File: src/rtl/dma_pkg.sv
// Shared constants and types for the paged DMA transfer controller.
// Assumes 32-bit data words and a byte-addressed memory.
package dma_pkg;
    localparam int WORD_W     = 32;
    localparam int WORD_SHIFT = 2;

    // register indices
    localparam logic [2:0] SEL_CMD   = 3'd0;
    localparam logic [2:0] SEL_ADDR  = 3'd1;
    localparam logic [2:0] SEL_COUNT = 3'd2;
    localparam logic [2:0] SEL_STAT  = 3'd3;
    localparam logic [2:0] SEL_FAULT = 3'd4;

    // command and status bit positions
    localparam int CMD_START   = 0;
    localparam int CMD_DIR     = 1;
    localparam int CMD_DEV_LSB = 4;
    localparam int STAT_BUSY   = 0;
    localparam int STAT_DONE   = 1;
    localparam int STAT_ERR    = 2;

    typedef enum logic [2:0] {
        ST_IDLE,
        ST_REQ,
        ST_FETCH,
        ST_ACCESS,
        ST_GAP
    } dma_state_e;
endpackage

File: src/rtl/dma_regs.sv
// Software-visible register bank. It holds the command, address, count,
// status and fault-address registers, filters start requests and drives
// the interrupt. Assumes DEV_W <= 28, ADDR_W <= 32 and CNT_W <= 32.
module dma_regs
    import dma_pkg::*;
#(
    parameter int ADDR_W = 32,
    parameter int CNT_W  = 16,
    parameter int DEV_W  = 4
) (
    input  logic              clk,
    input  logic              rst_n,
    input  logic              cfg_we,
    input  logic [2:0]        cfg_sel,
    input  logic [WORD_W-1:0] cfg_wdata,
    output logic [WORD_W-1:0] cfg_rdata,
    input  logic              busy,
    input  logic              fin,
    input  logic              fault,
    input  logic [ADDR_W-1:0] fault_addr_in,
    output logic              go,
    output logic [ADDR_W-1:0] base_addr,
    output logic [CNT_W-1:0]  byte_cnt,
    output logic              dir,
    output logic [DEV_W-1:0]  dev,
    output logic              irq
);
    logic              done_q, err_q;
    logic [ADDR_W-1:0] fault_q;
    logic              cmd_wr, start_req, len_bad, len_zero, stat_wr;
    logic              unused_wdata;

    assign unused_wdata = ^cfg_wdata;

    // decode an accepted command write and classify the programmed length
    always_comb begin
        cmd_wr    = cfg_we && (cfg_sel == SEL_CMD) && !busy;
        start_req = cmd_wr && cfg_wdata[CMD_START];
        len_bad   = |byte_cnt[WORD_SHIFT-1:0];
        len_zero  = (byte_cnt == '0);
        go        = start_req && !len_bad && !len_zero;
        stat_wr   = cfg_we && (cfg_sel == SEL_STAT);
        irq       = done_q || err_q;
    end

    // programmable registers: command, address and count
    always_ff @(posedge clk) begin
        if (!rst_n) begin
            dir       <= 1'b0;
            dev       <= '0;
            base_addr <= '0;
            byte_cnt  <= '0;
        end else begin
            if (cmd_wr) begin
                dir <= cfg_wdata[CMD_DIR];
                dev <= cfg_wdata[CMD_DEV_LSB +: DEV_W];
            end
            if (cfg_we && cfg_sel == SEL_ADDR)
                base_addr <= {cfg_wdata[ADDR_W-1:WORD_SHIFT], {WORD_SHIFT{1'b0}}};
            if (cfg_we && cfg_sel == SEL_COUNT)
                byte_cnt <= cfg_wdata[CNT_W-1:0];
        end
    end

    // status bits: a start clears them, write-1 clears them, events set them
    always_ff @(posedge clk) begin
        if (!rst_n) begin
            done_q  <= 1'b0;
            err_q   <= 1'b0;
            fault_q <= '0;
        end else if (start_req) begin
            done_q <= len_zero && !len_bad;
            err_q  <= len_bad;
        end else begin
            if (stat_wr && cfg_wdata[STAT_DONE]) done_q <= 1'b0;
            if (stat_wr && cfg_wdata[STAT_ERR])  err_q  <= 1'b0;
            if (fin) done_q <= 1'b1;
            if (fault) begin
                err_q   <= 1'b1;
                fault_q <= fault_addr_in;
            end
        end
    end

    // read multiplexer for the indexed register
    always_comb begin
        cfg_rdata = '0;
        case (cfg_sel)
            SEL_CMD: begin
                cfg_rdata[CMD_DIR]                = dir;
                cfg_rdata[CMD_DEV_LSB +: DEV_W]   = dev;
            end
            SEL_ADDR:  cfg_rdata[ADDR_W-1:0] = base_addr;
            SEL_COUNT: cfg_rdata[CNT_W-1:0]  = byte_cnt;
            SEL_STAT: begin
                cfg_rdata[STAT_BUSY] = busy;
                cfg_rdata[STAT_DONE] = done_q;
                cfg_rdata[STAT_ERR]  = err_q;
            end
            SEL_FAULT: cfg_rdata[ADDR_W-1:0] = fault_q;
            default:   cfg_rdata = '0;
        endcase
    end
endmodule

File: src/rtl/dma_chunk.sv
// Sizes the next piece of a transfer: the smaller of the words still to
// move and the words left before the next page boundary. Purely
// combinational. Assumes the address is word aligned and
// WCNT_W >= PAGE_BITS - 1.
module dma_chunk #(
    parameter int PAGE_BITS = 12,
    parameter int WCNT_W    = 14
) (
    input  logic [PAGE_BITS-1:0] page_off,
    input  logic [WCNT_W-1:0]    rem_words,
    output logic [WCNT_W-1:0]    chunk_words
);
    localparam int WSH = dma_pkg::WORD_SHIFT;

    logic [PAGE_BITS:0] to_end_bytes;
    logic [WCNT_W-1:0]  to_end_words;

    // distance to the page end, then clip it to the remaining length
    always_comb begin
        to_end_bytes = (PAGE_BITS+1)'(1 << PAGE_BITS) - {1'b0, page_off};
        to_end_words = WCNT_W'(to_end_bytes[PAGE_BITS:WSH]);
        chunk_words  = (rem_words < to_end_words) ? rem_words : to_end_words;
    end
endmodule

File: src/rtl/dma_engine.sv
// Transfer sequencer. It acquires the bus for each page-bounded piece,
// moves the words one access at a time, releases the bus between pieces,
// and reports completion or a faulting access. Assumes the device side
// is always ready and that the grant stays high while the request is held.
module dma_engine
    import dma_pkg::*;
#(
    parameter int ADDR_W    = 32,
    parameter int CNT_W     = 16,
    parameter int PAGE_BITS = 12
) (
    input  logic              clk,
    input  logic              rst_n,
    input  logic              go,
    input  logic [ADDR_W-1:0] base_addr,
    input  logic [CNT_W-WORD_SHIFT-1:0] word_cnt,
    input  logic              dir,
    output logic              busy,
    output logic              fin,
    output logic              fault,
    output logic [ADDR_W-1:0] fault_addr,
    output logic              bus_req,
    input  logic              bus_gnt,
    output logic              mem_valid,
    output logic              mem_we,
    output logic [ADDR_W-1:0] mem_addr,
    output logic [WORD_W-1:0] mem_wdata,
    input  logic              mem_ready,
    input  logic              mem_err,
    input  logic [WORD_W-1:0] mem_rdata,
    output logic              dev_pop,
    input  logic [WORD_W-1:0] dev_rdata,
    output logic              dev_push,
    output logic [WORD_W-1:0] dev_wdata
);
    localparam int WCNT_W = CNT_W - WORD_SHIFT;
    localparam logic [ADDR_W-1:0] WORD_STEP = ADDR_W'(1 << WORD_SHIFT);

    dma_state_e        st;
    logic [ADDR_W-1:0] cur_addr;
    logic [WCNT_W-1:0] rem, chunk_left, chunk_w;
    logic [WORD_W-1:0] wbuf;
    logic              acc_done, acc_ok, last_all, last_piece;

    dma_chunk #(.PAGE_BITS(PAGE_BITS), .WCNT_W(WCNT_W)) u_chunk (
        .page_off    (cur_addr[PAGE_BITS-1:0]),
        .rem_words   (rem),
        .chunk_words (chunk_w)
    );

    // access completion and end-of-piece / end-of-transfer decode
    always_comb begin
        acc_done   = (st == ST_ACCESS) && mem_ready;
        acc_ok     = acc_done && !mem_err;
        last_all   = (rem == WCNT_W'(1));
        last_piece = (chunk_left == WCNT_W'(1));
        fin        = acc_ok && last_all;
        fault      = acc_done && mem_err;
        fault_addr = cur_addr;
    end

    // bus, memory and device outputs from the current state
    always_comb begin
        busy      = (st != ST_IDLE);
        bus_req   = (st == ST_REQ) || (st == ST_FETCH) || (st == ST_ACCESS);
        mem_valid = (st == ST_ACCESS);
        mem_we    = !dir;
        mem_addr  = cur_addr;
        mem_wdata = wbuf;
        dev_pop   = (st == ST_FETCH);
        dev_push  = acc_ok && dir;
        dev_wdata = mem_rdata;
    end

    // sequencer: request, optional device fetch, access, gap between pieces
    always_ff @(posedge clk) begin
        if (!rst_n) begin
            st         <= ST_IDLE;
            cur_addr   <= '0;
            rem        <= '0;
            chunk_left <= '0;
            wbuf       <= '0;
        end else begin
            case (st)
                ST_IDLE: if (go) begin
                    cur_addr <= base_addr;
                    rem      <= word_cnt;
                    st       <= ST_REQ;
                end
                ST_REQ: if (bus_gnt) begin
                    chunk_left <= chunk_w;
                    st         <= dir ? ST_ACCESS : ST_FETCH;
                end
                ST_FETCH: begin
                    wbuf <= dev_rdata;
                    st   <= ST_ACCESS;
                end
                ST_ACCESS: if (mem_ready) begin
                    if (mem_err) begin
                        st <= ST_IDLE;
                    end else begin
                        cur_addr   <= cur_addr + WORD_STEP;
                        rem        <= rem - WCNT_W'(1);
                        chunk_left <= chunk_left - WCNT_W'(1);
                        if (last_all)        st <= ST_IDLE;
                        else if (last_piece) st <= ST_GAP;
                        else                 st <= dir ? ST_ACCESS : ST_FETCH;
                    end
                end
                ST_GAP:  st <= ST_REQ;
                default: st <= ST_IDLE;
            endcase
        end
    end
endmodule

File: src/rtl/dma_xfer_ctrl.sv
// Top of the paged DMA transfer controller: joins the register bank and
// the transfer sequencer. Assumes a single bus master interface and one
// always-ready device port.
module dma_xfer_ctrl
    import dma_pkg::*;
#(
    parameter int ADDR_W    = 32,
    parameter int CNT_W     = 16,
    parameter int DEV_W     = 4,
    parameter int PAGE_BITS = 12
) (
    input  logic              clk,
    input  logic              rst_n,
    input  logic              cfg_we,
    input  logic [2:0]        cfg_sel,
    input  logic [31:0]       cfg_wdata,
    output logic [31:0]       cfg_rdata,
    output logic              irq,
    output logic              bus_req,
    input  logic              bus_gnt,
    output logic              mem_valid,
    output logic              mem_we,
    output logic [ADDR_W-1:0] mem_addr,
    output logic [31:0]       mem_wdata,
    input  logic              mem_ready,
    input  logic              mem_err,
    input  logic [31:0]       mem_rdata,
    output logic [DEV_W-1:0]  dev_sel,
    output logic              dev_pop,
    input  logic [31:0]       dev_rdata,
    output logic              dev_push,
    output logic [31:0]       dev_wdata
);
    logic              eng_busy, eng_fin, eng_fault, eng_go, cfg_dir;
    logic [ADDR_W-1:0] eng_fault_addr, cfg_base;
    logic [CNT_W-1:0]  cfg_count;

    dma_regs #(.ADDR_W(ADDR_W), .CNT_W(CNT_W), .DEV_W(DEV_W)) u_regs (
        .clk           (clk),
        .rst_n         (rst_n),
        .cfg_we        (cfg_we),
        .cfg_sel       (cfg_sel),
        .cfg_wdata     (cfg_wdata),
        .cfg_rdata     (cfg_rdata),
        .busy          (eng_busy),
        .fin           (eng_fin),
        .fault         (eng_fault),
        .fault_addr_in (eng_fault_addr),
        .go            (eng_go),
        .base_addr     (cfg_base),
        .byte_cnt      (cfg_count),
        .dir           (cfg_dir),
        .dev           (dev_sel),
        .irq           (irq)
    );

    dma_engine #(.ADDR_W(ADDR_W), .CNT_W(CNT_W), .PAGE_BITS(PAGE_BITS)) u_eng (
        .clk        (clk),
        .rst_n      (rst_n),
        .go         (eng_go),
        .base_addr  (cfg_base),
        .word_cnt   (cfg_count[CNT_W-1:WORD_SHIFT]),
        .dir        (cfg_dir),
        .busy       (eng_busy),
        .fin        (eng_fin),
        .fault      (eng_fault),
        .fault_addr (eng_fault_addr),
        .bus_req    (bus_req),
        .bus_gnt    (bus_gnt),
        .mem_valid  (mem_valid),
        .mem_we     (mem_we),
        .mem_addr   (mem_addr),
        .mem_wdata  (mem_wdata),
        .mem_ready  (mem_ready),
        .mem_err    (mem_err),
        .mem_rdata  (mem_rdata),
        .dev_pop    (dev_pop),
        .dev_rdata  (dev_rdata),
        .dev_push   (dev_push),
        .dev_wdata  (dev_wdata)
    );
endmodule

File: config.mk
export PLATFORM = sky130hd
export DESIGN_NAME = dma_xfer_ctrl
export DESIGN_NICKNAME = d
export VERILOG_FILES = /design/src/rtl/dma_pkg.sv /design/src/rtl/dma_regs.sv /design/src/rtl/dma_chunk.sv /design/src/rtl/dma_engine.sv /design/src/rtl/dma_xfer_ctrl.sv
export SDC_FILE = /design/constraint.sdc
export NUM_CORES = 1
export LEC_CHECK = 0
export BUFFER_PORTS_ARGS = -buffer_cell sky130_fd_sc_hd__buf_2
export CORE_MARGIN = 2
export CORE_UTILIZATION = 42
export CTS_CLUSTER_DIAMETER = 30
export DETAILED_ROUTE_END_ITERATION = 7
export PLACE_DENSITY = 0.77
export SLEW_MARGIN = 0
export SYNTH_ARGS = -nofsm -noshare
export SYNTH_HDL_FRONTEND = slang
export SYNTH_SLANG_ARGS = --single-unit
File: constraint.sdc
create_clock -name clk -period 4.5 [get_ports clk]
set_input_delay 0.9 -clock clk [delete_from_list [all_inputs] [get_ports clk]]
set_output_delay 0.9 -clock clk [all_outputs]
set_load 0.005 [all_outputs]
# == Word-level counts from Yosys, hierarchy flattened ==
# Cells that the tools add are included.
# word_totals
word_cells,103
in_bits,105
output_inout_bits,138
reg_bits,180
# op_classes
n_eq_ne,14
mux,34
add_sub_neg,4
n_lt_le_gt_ge,1
reduce_logical,37
bitwise,1
# ops
op,count
$mux W14,7
$mux W32,3
$pmux W32 S2,1
$pmux W14 S2,2
$add A32 B3 Y32 const B,1
$pmux W16 S2,1
$eq A14 B1 Y1 const B,2
$sub A14 B1 Y14 const B,2
$pmux W8 S3,1
$mux W3,6
$logic_and A1 B1 Y1,16
$logic_not A16 Y1,1
$pmux W4 S4,1
$pmux W3 S5,1
$lt A14 B11 Y1,1
$sub A13 B12 Y13 const A,1
$eq A3 B2 Y1 const B,4
$reduce_bool A3 Y1,3
$pmux W1 S4,2
$reduce_and A4 Y1,2
$mux W1,7
$eq A3 B1 Y1 const B,2
$eq A3 B3 Y1 const B,2
$logic_not A3 Y1,2
10 further kinds,20

# == Longest topological paths before layout ==
# logic_depth
word_depth,8
depth_mapped,14
depth_no_buf,11

# == Modules after synthesis ==
# Synthesis repeated with hierarchy kept, for this count alone.
# hier_totals
cells_unflattened,1304
area_unflattened_um2,9801.9
# by_module_without_submodules
module,area_per_inst_um2,cells_each,instances,seq_area_each_um2
dma_engine,5590.4,754,1,1901.8
dma_regs,3637.2,473,1,1701.6
dma_chunk,574.3,77,1,0.0

# == Least setup slack after synthesis ==
# No wires, ideal clock.
# synth_timing
path_kind,reg-to-reg
startpoint,"register u_eng.cur_addr[2], in the netlist u_eng.fault_addr[2]"
endpoint,register u_eng.chunk_left[9]
setup_time_ns,0.079
path_stages_with_launch,13
required_time_ns,4.421
n_path_buf,1
arrival_ns,3.011
setup_slack_ns,1.410
path_cell_list,dfxtp_1 > clkbuf_2 > inv_1 > ha_1 > nand2_1 > or4b_2 > ha_1 > or4_1 > a21oi_1 > o21ai_0 > a21oi_1 > or4b_2 > o211ai_1
# synth_between
elab_chain_len,5
# synth_rtl
element,line_no,source
"start, declared",dma_engine.sv:40,logic [ADDR_W-1:0] cur_addr;
"start signal, assigned",dma_engine.sv:86,cur_addr <= base_addr;
"start signal, assigned",dma_engine.sv:102,cur_addr <= cur_addr + WORD_STEP;
$sub A13 B12 Y13 *,dma_chunk.sv:20,"to_end_bytes = (PAGE_BITS+1)'(1 << PAGE_BITS) - {1'b0, page_off};"
$lt A14 B11 Y1,dma_chunk.sv:22,chunk_words = (rem_words < to_end_words) ? rem_words : to_end_words;
$mux W14 *,dma_chunk.sv:22,
$mux W14 *,dma_engine.sv:90,ST_REQ: if (bus_gnt) begin
$pmux W14 S2 *,dma_engine.sv:84,case (st)
"end signal, assigned",dma_engine.sv:91,chunk_left <= chunk_w;
"end signal, assigned",dma_engine.sv:104,chunk_left <= chunk_left - WCNT_W'(1);
"end, declared",dma_engine.sv:41,"logic [WCNT_W-1:0] rem, chunk_left, chunk_w;"
# Mark *: on every way between the ends. The rest lies on a longest branch, timed or not. The select of a mux whose other input is x is not followed.
# A chain may end at the register's enable or synchronous reset.

# == Worst setup path in the final report ==
# Ends and elaborated chain as after synthesis.

==> impl_metrics.ini <==
[status]
status = finished clean

[layout]
area_growth_pct = 14.81
layout-drive-gt1-share_pct = 18.59
nets = 1453
fin_util_pct = 48.80
n_fill_cell = 2166
diodes = 0
fin_area_um2 = 10550

[place]
preCtsSetupSlack_ps = 974.7
dpl_cell_area_um2 = 9925
hpwl_um = 19840
port_buffers = 176
gp_congestion = 0.8820

[synth]
synth-simple-area-share_pct = 24.94
netlist.area_leader.share_pct = 38.34
synth_common_cells = 320 x nand2_1, 182 x a21oi_1, 176 x dfxtp_1, 77 x clkbuf_1, 66 x o21ai_0
ys_warn_count = 0
syn_inst = 1251
synthMuxAreaShare_pct = 1.552
synth_top_family_by_area = simple AND/OR/NAND/NOR gates
ys_seq_area_share_pct = 38.34
synth-seq-cells = 176
synth-xor-area-share_pct = 1.048
yosys_most_used_dff = dfxtp_1
synth_compound_area_share_pct = 23.80
yosysMostFrequentCell = nand2_1
async_reset_ff_share_pct = 0
synth-edff-count = 0
yosys.area_share.adder_pct = 2.178
synth_cell_types = 69
netlist_area_um2 = 9190
synthTopCellsByArea = dfxtp_1 38%, nand2_1 13%, a21oi_1 9.9%
synth_area_per_cell_um2 = 7.346
synth_top_cell_by_area = dfxtp_1

[power]
p_clk_share_pct = 47.4
peakVddDrop_mv = 0.2873
internal_power_uw = 2524
seq_power_share_pct = 47.4
p_comb_share_pct = 5.2
p_leak_uw = 0.004066
power.density_nw_per_um2 = 316.2
power_switching_uw = 812.6
netSwitchingFraction_pct = 24.35
p_total_uw = 3337

[clock_network]
ctsResizeCount = 0
clk_latency_ps = 430
h-tree-depth = 4
path_clk_slew_ps = 70
post_cts_buffers = 0
cts_made_buffers = 17
clock_path_buffers = 2
cts_tree = built
clock_sinks = 176
cts-hold-fix-buffers = 0
root_buffer = clkbuf_16

[setup_path]
reg2reg_slack_ps = 900
cp_slowest_cell = or4b_2
critPathKind = register to register
cpPeakStageDelay_ps = 650
cp.arrival_ps = 3950
r2r-end = u_eng.chunk_left[9]
worstPathRequired_ps = 4850
r2r_start = u_eng.fault_addr[2]
rr_worst_depth = 12
end_kind = register
start_kind = register
cp_cell_sequence = inv_1, ha_1, nand2_1, or4b_2, ha_1, or4_1, a21oi_1, o21ai_0, a21oi_1, buf_4, or4b_2, o211ai_1
worst-path-max-fanout = 20

[timing]
report.final.slew_viol_count = 0
setup_tns_ps = 0
period_share_pct = 79.92
fin_ws_ps = 903.5
max-slew-margin-rel_pct = 29.78
setup_viol = 0
rsz0062_at_grt = false
tightest_slew_ps = 1045
finalHoldViolCount = 0
skew_ps = 17.07
max_freq_mhz = 278.0
layout_min_cycle_time_ps = 3596

[routing]
drt-met1-wl_um = 11880
drc = 0
top_layer = met4
vias = 9456
final_antenna_net_count = 0
wl_met3_um = 2235
met2RoutedLength_um = 13450
drt-vias-per-instance = 5.819
dr.pass1.iters = 5
drtIter0Drc = 794
drt_wl_total_um = 28380
wl_per_cell_um = 17.46

[hold_path]
worstHoldStart = u_eng.mem_wdata[14]
holdCritPathClass = register to register
holdPathEnd = u_eng.mem_wdata[14]
whs_path_depth = 2

[global_routing]
grt_pass1_vias = 8936
grt_antenna_before_repair = 0
grt.total_usage_pct = 23.84
grt_overflow = 0
grt_max_degree = 64
grt_pass1_wl_um = 45610

[floorplanning]
core-area_um2 = 21620
die_x_um = 151.9
ios = 243
start_util_pct = 42.51
rows = 54
die_h_um = 151.9
dieArea_um2 = 23080

[run]
drv_cap = 0
==> registers in the layout, indices dropped and copies added (netlist names), 3 cells and up <==
name / count
u_eng.fault_addr: 30
u_regs.dev: 4
u_eng.st: 3
u_regs.byte_cnt: 16
u_eng.rem: 14
u_regs.fault_q: 30
u_regs.base_addr: 30
u_eng.chunk_left: 14
u_eng.mem_wdata: 32
==> layer usage <==
metal / track usage, % / vias up
met1: 30.01 / 4463
met5: 0 / -
met4: 9.212 / 0
li1: - / 4502
met2: 39.85 / 426
met3: 5.334 / 65
==> critical path: cells and delay by family, from the launching register on <==
| family | cells | cell delay [ps] |
|---|---|---|
| compound gates | 4 | 520 |
| flops | 1 | 420 |
| buf+inv | 2 | 390 |
| simple gates | 4 | 1760 |
| fa+ha+maj | 2 | 430 |
==> cells in the final DEF (no fill, tap or decap), types with 7 or more instances in the layout <==
cell,n
a21oi_1,182
a22o_1,16
a22oi_1,18
a31oi_1,8
buf_2,176
buf_4,18
clkbuf_16,17
dfxtp_1,176
ha_1,16
inv_1,17
mux2i_1,12
nand2_1,320
nand3_1,26
nand4_1,14
nor2_1,57
nor3_1,26
nor4_1,12
o211ai_1,9
o21ai_0,66
o31ai_1,10
o32ai_1,7
or3_1,8
==> how the worst max path moves through the flow <==
stage	slack, ps	end	cells past startpoint	from
2_1_floorplan	1410	u_eng.chunk_left[9]	12	u_eng.fault_addr[2]
3_3_place_gp	1140	u_eng.chunk_left[9]	12	u_eng.fault_addr[2]
3_5_place_dp	970	u_eng.chunk_left[9]	12	u_eng.fault_addr[2]
4_1_cts	940	u_eng.chunk_left[9]	12	u_eng.fault_addr[2]
5_1_grt	700	u_eng.chunk_left[9]	12	u_eng.fault_addr[2]
6_report	900	u_eng.chunk_left[9]	12	u_eng.fault_addr[2]
==> stage by stage <==
stage                     std cells  hold WS, ps
after floorplan                1252        432.6
after global placement         1593        438.3
after detailed placement       1593        444.1
after CTS                      1625        454.2
after global routing           1625        482.0
final                          1625        453.4
==> power by group through the flow <==
stage / Clock, uW / Combinational, uW / Sequential (uW)
global placement: 0 / 166 / 1620
CTS: 1600 / 169 / 1580
floorplan: 0 / 121 / 1610
detailed placement: 0 / 168 / 1620
finish: 1580 / 172 / 1580
global route: 1670 / 187 / 1580
==> kinds of logic after synthesis <==
| logic type | Yosys count |
|---|---|
| buf+inv | 153 |
| xor+xnor | 11 |
| compound gates | 365 |
| flops | 176 |
| fa+ha+maj | 16 |
| simple gates | 515 |
| mux | 14 |
| other cells | 1 |
==> area by class of cell <==
class / count / area (um^2) / share of cell area, %
flip-flops and latches: 176 / 3523 / 33.39
well taps: 280 / 350.3 / 3.320
inverters: 19 / 73.82 / 0.6996
repair buffers: 195 / 1036 / 9.819
multi-input cells: 923 / 4941 / 46.83
clock inverters: 15 / 201.4 / 1.909
clock buffers: 17 / 425.4 / 4.032
Power figures use the tool's default switching activity.
